**src/rtl/qcnt_pkg.sv**
```systemverilog
package qcnt_pkg;

    typedef enum logic [1:0] {
        PH_00 = 2'b00,
        PH_01 = 2'b01,
        PH_10 = 2'b10,
        PH_11 = 2'b11
    } phase_t;

    typedef enum logic [1:0] {
        FL_CLEAR = 2'b00,
        FL_OVER  = 2'b01,
        FL_UNDER = 2'b10
    } flag_state_t;

endpackage

```
**src/rtl/qcnt_step_decoder.sv**
```systemverilog
module qcnt_step_decoder
    import qcnt_pkg::*;
(
    input  logic clk,
    input  logic rst_n,
    input  logic a,
    input  logic b,
    input  logic mode_updown,
    input  logic dir_invert,
    input  logic blocked,
    output logic step_up,
    output logic step_dn
);

    phase_t     phase_q;
    phase_t     phase_now;
    logic [1:0] prev_bits;
    logic       fwd;
    logic       rev;

    assign phase_now = phase_t'({a, b});
    assign prev_bits = phase_q;

    // state register: always follows the inputs, even while gated
    always_ff @(posedge clk or negedge rst_n) begin
        if (!rst_n) phase_q <= PH_00;
        else        phase_q <= phase_now;
    end

    // transition decode
    always_comb begin
        fwd = 1'b0;
        rev = 1'b0;
        if (mode_updown) begin
            fwd = a && !prev_bits[1] && !b;
            rev = a && !prev_bits[1] &&  b;
        end else begin
            unique case (phase_q)
                PH_00: begin fwd = (phase_now == PH_10); rev = (phase_now == PH_01); end
                PH_10: begin fwd = (phase_now == PH_11); rev = (phase_now == PH_00); end
                PH_11: begin fwd = (phase_now == PH_01); rev = (phase_now == PH_10); end
                PH_01: begin fwd = (phase_now == PH_00); rev = (phase_now == PH_11); end
                default: begin fwd = 1'b0; rev = 1'b0; end
            endcase
        end
        step_up = !blocked && (dir_invert ? rev : fwd);
        step_dn = !blocked && (dir_invert ? fwd : rev);
    end


    dbl_change_hold_chk: assert property (@(posedge clk) disable iff (!rst_n)
        (!mode_updown && (({a, b} ^ prev_bits) == 2'b11)) |-> !(step_up || step_dn));


    updown_no_fall_chk: assert property (@(posedge clk) disable iff (!rst_n)
        (mode_updown && !a) |-> !(step_up || step_dn));

endmodule

```
**src/rtl/qcnt_accum.sv**
```systemverilog
module qcnt_accum #(
    parameter int CNT_W = 32
) (
    input  logic             clk,
    input  logic             rst_n,
    input  logic             step_up,
    input  logic             step_dn,
    input  logic             zero_req,
    output logic [CNT_W-1:0] count_q,
    output logic [CNT_W-1:0] count_d,
    output logic             wrap_up,
    output logic             wrap_dn
);

    localparam logic [CNT_W-1:0] ALL_ONES = {CNT_W{1'b1}};
    localparam logic [CNT_W-1:0] ONE      = {{(CNT_W-1){1'b0}}, 1'b1};

    always_comb begin
        count_d = count_q;
        wrap_up = 1'b0;
        wrap_dn = 1'b0;
        if (zero_req) begin
            count_d = '0;
        end else if (step_up) begin
            count_d = count_q + ONE;
            wrap_up = (count_q == ALL_ONES);
        end else if (step_dn) begin
            count_d = count_q - ONE;
            wrap_dn = (count_q == '0);
        end
    end

    always_ff @(posedge clk or negedge rst_n) begin
        if (!rst_n) count_q <= '0;
        else        count_q <= count_d;
    end


    zero_wins_chk: assert property (@(posedge clk) disable iff (!rst_n)
        zero_req |=> (count_q == '0));


    single_step_chk: assert property (@(posedge clk) disable iff (!rst_n)
        !zero_req |=> ((count_q == $past(count_q)) ||
                       (count_q == $past(count_q) + ONE) ||
                       (count_q == $past(count_q) - ONE)));

endmodule

```
**src/rtl/qcnt_wrap_flags.sv**
```systemverilog
module qcnt_wrap_flags
    import qcnt_pkg::*;
#(
    parameter int CNT_W = 32
) (
    input  logic             clk,
    input  logic             rst_n,
    input  logic             track_en,
    input  logic             wrap_up,
    input  logic             wrap_dn,
    input  logic [CNT_W-1:0] count_d,
    output logic             ovf_flag,
    output logic             unf_flag
);

    localparam logic [CNT_W+1:0] RANGE_W   = {2'b01, {CNT_W{1'b0}}};
    localparam logic [CNT_W+1:0] THIRD_W   = RANGE_W / (CNT_W+2)'(3);
    localparam logic [CNT_W+1:0] TWO_3RD_W = (RANGE_W << 1) / (CNT_W+2)'(3);
    localparam logic [CNT_W-1:0] LOW_MARK  = THIRD_W[CNT_W-1:0];
    localparam logic [CNT_W-1:0] HIGH_MARK = TWO_3RD_W[CNT_W-1:0];

    flag_state_t fl_q;
    flag_state_t fl_d;

    // state register
    always_ff @(posedge clk or negedge rst_n) begin
        if (!rst_n) fl_q <= FL_CLEAR;
        else        fl_q <= fl_d;
    end

    // next state
    always_comb begin
        fl_d = fl_q;
        if (!track_en) begin
            fl_d = FL_CLEAR;
        end else if (wrap_up) begin
            fl_d = FL_OVER;
        end else if (wrap_dn) begin
            fl_d = FL_UNDER;
        end else begin
            unique case (fl_q)
                FL_OVER:  if (count_d > LOW_MARK)  fl_d = FL_CLEAR;
                FL_UNDER: if (count_d < HIGH_MARK) fl_d = FL_CLEAR;
                default:  fl_d = fl_q;
            endcase
        end
    end

    // outputs
    always_comb begin
        ovf_flag = (fl_q == FL_OVER);
        unf_flag = (fl_q == FL_UNDER);
    end


    flags_exclusive_chk: assert property (@(posedge clk) disable iff (!rst_n)
        !(ovf_flag && unf_flag));


    track_off_chk: assert property (@(posedge clk) disable iff (!rst_n)
        !track_en |=> (!ovf_flag && !unf_flag));


    ovf_set_chk: assert property (@(posedge clk) disable iff (!rst_n)
        (track_en && wrap_up) |=> ovf_flag);


    unf_set_chk: assert property (@(posedge clk) disable iff (!rst_n)
        (track_en && wrap_dn) |=> unf_flag);

endmodule

```
**src/rtl/qenc_position_counter.sv**
```systemverilog
module qenc_position_counter #(
    parameter int CNT_W = 32
) (
    input  logic             clk,
    input  logic             rst_n,
    input  logic             enc_a,
    input  logic             enc_b,
    input  logic             gate_in,
    input  logic             gate_pol,
    input  logic             mode_updown,
    input  logic             dir_invert,
    input  logic             idx_reset_en,
    input  logic             ext_reset_en,
    input  logic             zero_req,
    output logic [CNT_W-1:0] count,
    output logic             ovf_flag,
    output logic             unf_flag
);

    localparam logic [CNT_W+1:0] RANGE_W   = {2'b01, {CNT_W{1'b0}}};
    localparam logic [CNT_W+1:0] THIRD_W   = RANGE_W / (CNT_W+2)'(3);
    localparam logic [CNT_W+1:0] TWO_3RD_W = (RANGE_W << 1) / (CNT_W+2)'(3);
    localparam logic [CNT_W-1:0] LOW_MARK  = THIRD_W[CNT_W-1:0];
    localparam logic [CNT_W-1:0] HIGH_MARK = TWO_3RD_W[CNT_W-1:0];

    logic             blocked;
    logic             track_en;
    logic             step_up;
    logic             step_dn;
    logic             wrap_up;
    logic             wrap_dn;
    logic [CNT_W-1:0] count_d;

    assign blocked  = (gate_in == gate_pol);
    assign track_en = !(idx_reset_en || ext_reset_en);

    qcnt_step_decoder u_dec (
        .clk         (clk),
        .rst_n       (rst_n),
        .a           (enc_a),
        .b           (enc_b),
        .mode_updown (mode_updown),
        .dir_invert  (dir_invert),
        .blocked     (blocked),
        .step_up     (step_up),
        .step_dn     (step_dn)
    );

    qcnt_accum #(.CNT_W(CNT_W)) u_acc (
        .clk      (clk),
        .rst_n    (rst_n),
        .step_up  (step_up),
        .step_dn  (step_dn),
        .zero_req (zero_req),
        .count_q  (count),
        .count_d  (count_d),
        .wrap_up  (wrap_up),
        .wrap_dn  (wrap_dn)
    );

    qcnt_wrap_flags #(.CNT_W(CNT_W)) u_flg (
        .clk      (clk),
        .rst_n    (rst_n),
        .track_en (track_en),
        .wrap_up  (wrap_up),
        .wrap_dn  (wrap_dn),
        .count_d  (count_d),
        .ovf_flag (ovf_flag),
        .unf_flag (unf_flag)
    );


    gate_hold_chk: assert property (@(posedge clk) disable iff (!rst_n)
        (blocked && !zero_req) |=> $stable(count));


    ovf_band_chk: assert property (@(posedge clk) disable iff (!rst_n)
        ovf_flag |-> (count <= LOW_MARK));


    unf_band_chk: assert property (@(posedge clk) disable iff (!rst_n)
        unf_flag |-> (count >= HIGH_MARK));

endmodule

```
**config.mk**
```make
export PLATFORM = sky130hd
export DESIGN_NAME = qenc_position_counter
export DESIGN_NICKNAME = d
export VERILOG_FILES = /design/src/rtl/qcnt_pkg.sv /design/src/rtl/qcnt_step_decoder.sv /design/src/rtl/qcnt_accum.sv /design/src/rtl/qcnt_wrap_flags.sv /design/src/rtl/qenc_position_counter.sv
export SDC_FILE = /design/constraint.sdc
export NUM_CORES = 1
export LEC_CHECK = 0
export BUFFER_PORTS_ARGS = -buffer_cell sky130_fd_sc_hd__buf_2
export CORE_AREA = 5 5 100 102
export DETAILED_ROUTE_END_ITERATION = 10
export DIE_AREA = 0 0 105 107
export PLACE_DENSITY_LB_ADDON = 0.25
export SKIP_LAST_GASP = 1
export SLEW_MARGIN = 25
export SYNTH_ARGS = -nofsm -noshare
export SYNTH_HDL_FRONTEND = slang
export SYNTH_SLANG_ARGS = --single-unit
```
**constraint.sdc**
```tcl
create_clock -name clk -period 4 [get_ports clk]
set_clock_uncertainty 0.15 [all_clocks]
set_input_delay 0.4 -clock clk [delete_from_list [all_inputs] [get_ports clk]]
set_output_delay 0.4 -clock clk [all_outputs]
set_load 0.01 [all_outputs]
```
==> flow_summary_export.csv <==
group,metric,value,unit
synthesis,yosysUniqueCellTypes,80,
status,status,"finished, final reports clean",
synthesis,synth_top_family_by_area,"simple AND/OR/NAND/NOR gates",
synthesis,yosysWarningCount,0,
synthesis,synth-seq-area-share,25.8,%
synthesis,syn-num-nets,450,
floorplanning,fp.dieW,105,um
drt,post-route-drc-count,0,
sta,slew_headroom,42.5,%
synthesis,synth_edf_count,0,
clock_network,htree_levels,2,
clock_network,clk_pin_slew,80,ps
synthesis,syn_inst,437,
worst_setup_path,setup.worst_path.class,"flip-flop to flip-flop",
floorplanning,fp.dieH,107,um
power,leakagePower,1.72,nW
synthesis,synth_simple_gate_area_share,37.9,%
floorplanning,initial_core_util,38.7,%
clock_network,clockBufferDepth,2,
floorplanning,dieArea,11200,um^2
synthesis,muxShareOfSynthArea,1.51,%
clock_network,cts_tree,"yes",
job,maxCapViolCount,0,
clock_network,post-cts-setup-buffers,0,
sta,finalSetupTns,0,ps
place,post-dp-hpwl,8780,um
place,place_inst,585,
global_route,grt.overflow.total,0,
worst_setup_path,r2r_start,"u_dec.phase_q[0]",
power,ir_drop,0.137,mV
drt,drt_wl_total,11600,um
drt,vias_per_cell,6.36,
synthesis,async_reset_ff_share,100,%
synthesis,synth_fa_ha_area_share,0.718,%
finish,nets,494,
synthesis,synth-compound-area-share,22.8,%
power,powerDensity,368,nW/um^2
synthesis,synth_flop_cell,"dfrtp_1",
global_route,grt_max_degree,37,
global_route,grt_usage,20.7,%
finish,fin_cells,593,
sta,max_slew.worst_pin.slew,862,ps
synthesis,avgSynthCellArea,7.98,um^2
floorplanning,core,9020,um^2
worst_setup_path,ff2ff_setup_slack,290,ps
place,portBuffers,44,
clock_network,root_buffer,"clkbuf_8",
sta,clock.fmax,0.269,GHz
floorplanning,rows,35,
synthesis,synth_seq_cells,36,
drt,routedWlPerCell,19.6,um
clock_network,cts.sinks,36,
worst_setup_path,r2r-end,"u_flg.fl_q[0]",
drt,vias,3773,
worst_setup_path,crit_fanout,13,
finish,antennaDiodeCount,0,
worst_setup_path,arrival,3730,ps
finish,final_layout_size_suffix_gt1_share,21.8,%
sta,finalCritPeriodShare,92.8,%
power,power,1.48,mW
worst_setup_path,cp-start-kind,"flip-flop",
sta,hold_viol_final,0,
worst_setup_path,cp-end-kind,"flip-flop",
clock_network,numCtsBuffers,5,
place,gp_congestion,1.04,
drt,drt_pre_antenna_iters,5,
worst_setup_path,worstPathRequired,4020,ps
drt,drt_iter0_drc,447,
floorplanning,io_pins,45,
global_route,grt_pass1_wl,19100,um
synthesis,netlist_area,3490,um^2
global_route,antenna_found_initial,0,
sta,rsz0062_at_grt,"false",
global_route,grt_pass1_vias,3580,
drt,drtAntennaViolNets,0,
min_path,hold_path.class,"input pin to async pin",
finish,final_util,44.5,%
sta,slew_viol_final,0,
worst_setup_path,r2r_cells,11,
synthesis,synth-xor-area-share,6.24,%
finish,area_delta_synth_final,15.2,%
sta,setup_viol,0,
clock_network,clkLatencyLatePin,300,ps
sta,min_period,3710,ps
==> worst max-delay path, cell delays in order (launching register included) <==
cell	delay, ps
dfrtp_2	450
or3b_1	390
a211o_1	330
o211a_2	250
nor4_4	370
o211ai_1	170
a2bb2oi_1	260
xnor2_1	220
nand4_1	190
or4_1	540
o21ai_1	150
o211ai_1	100
==> per-stage QoR <==
step / instance area (um^2) / setup WS (ps) / hold WS (ps)
floorplan: 3490 / 638 / -45.6
global placement: 3880 / 293 / 402
detailed placement: 3880 / 213 / 410
CTS: 4000 / 251 / 78.6
global route: 4020 / 7.49 / 129
finish: 4020 / 288 / 55.6
==> how the worst max path moves through the flow <==
stage / cells past startpoint / endpoint / start
after floorplan: 11 / u_flg.fl_q[0] / u_acc.count_q[13]
after global placement: 12 / u_flg.fl_q[0] / enc_b
after detailed placement: 12 / u_flg.fl_q[0] / enc_b
after CTS: 14 / u_flg.fl_q[0] / u_acc.count_q[1]
after global routing: 14 / u_flg.fl_q[0] / u_acc.count_q[0]
final: 11 / u_flg.fl_q[0] / u_dec.phase_q[0]
==> power breakdown <==
part | total, mW | leakage [nW] | switching [mW] | internal (mW)
Sequential | 0.471 | 0.492 | 0.0749 | 0.396
Combinational | 0.642 | 1.17 | 0.388 | 0.254
Clock | 0.364 | 0.0645 | 0.144 | 0.220
==> repair_timing <==
item,CTS,global route
resized for setup,0,5
endpoints found under the setup margin,0,1
hold buffers,0,0
==> synthesized netlist by cell type (all sizes together), types with 6 or more instances <==
cell type / instances / area [um^2]
or2: 8 / 50.1
or4: 8 / 63.8
nand2b: 7 / 43.8
nor4: 18 / 140
inv: 13 / 48.8
nand4: 16 / 115
nor2b: 9 / 58.8
or3: 8 / 55.1
nor2: 51 / 194
clkbuf: 23 / 86.3
o32ai: 6 / 60.1
dfrtp: 36 / 901
xnor2: 13 / 121
and3: 12 / 75.1
o211ai: 6 / 50.1
nand2: 23 / 86.3
nor3: 19 / 110
nand3: 16 / 80.1
o21ai: 12 / 60.1
a21oi: 20 / 108
xor2: 11 / 96.3
==> placed cells by master (no fill, tap or decap), types with 6 or more instances in the layout <==
master and instances:
nor2_1 50, or2_2 6, clkbuf_8 7, inv_1 13
dfrtp_1 35, a21oi_1 18, buf_2 44, or4_1 7
buf_4 21, nand2b_1 7, xor2_1 11, or3_1 7
nand3_1 16, nand4_1 15, nor3_1 16, o21ai_0 8
nor2b_1 8, xnor2_1 12, nor4_1 15, and3_1 12
nand2_1 23
==> flip-flops by register name, summed over array words and instances, names as in the netlist <==
register       count
u_acc.count_q     32
u_flg.fl_q         2
u_dec.phase_q      2
==> metal layers <==
metal	part of all wire [%]	global-route usage, %
met1	43	28.8
met2	45	32.8
met3	8.4	2.59
met4	3.9	7.85
met5	0	0
==> layout make-up <==
| cell class | count | area, um^2 |
|---|---|---|
| fill | 903 | 5000 |
| multi-input combinational | 360 | 2420 |
| sequential | 36 | 902 |
| timing repair buffer | 65 | 378 |
| tap | 111 | 139 |
| clock buffer | 7 | 96.3 |
| inverter | 13 | 48.8 |
| clock inverter | 1 | 30.0 |
==> cell families after synthesis <==
family                     count (synthesis)
AOI/OAI and AO/OA                        104
xor gates and xnor gates                  24
adders and majority gates                  2
buffers and inverters                     41
DFF                                       36
muxes                                      5
and+or+nand+nor                          225
No activity file was read; power rests on OpenSTA's default activity.
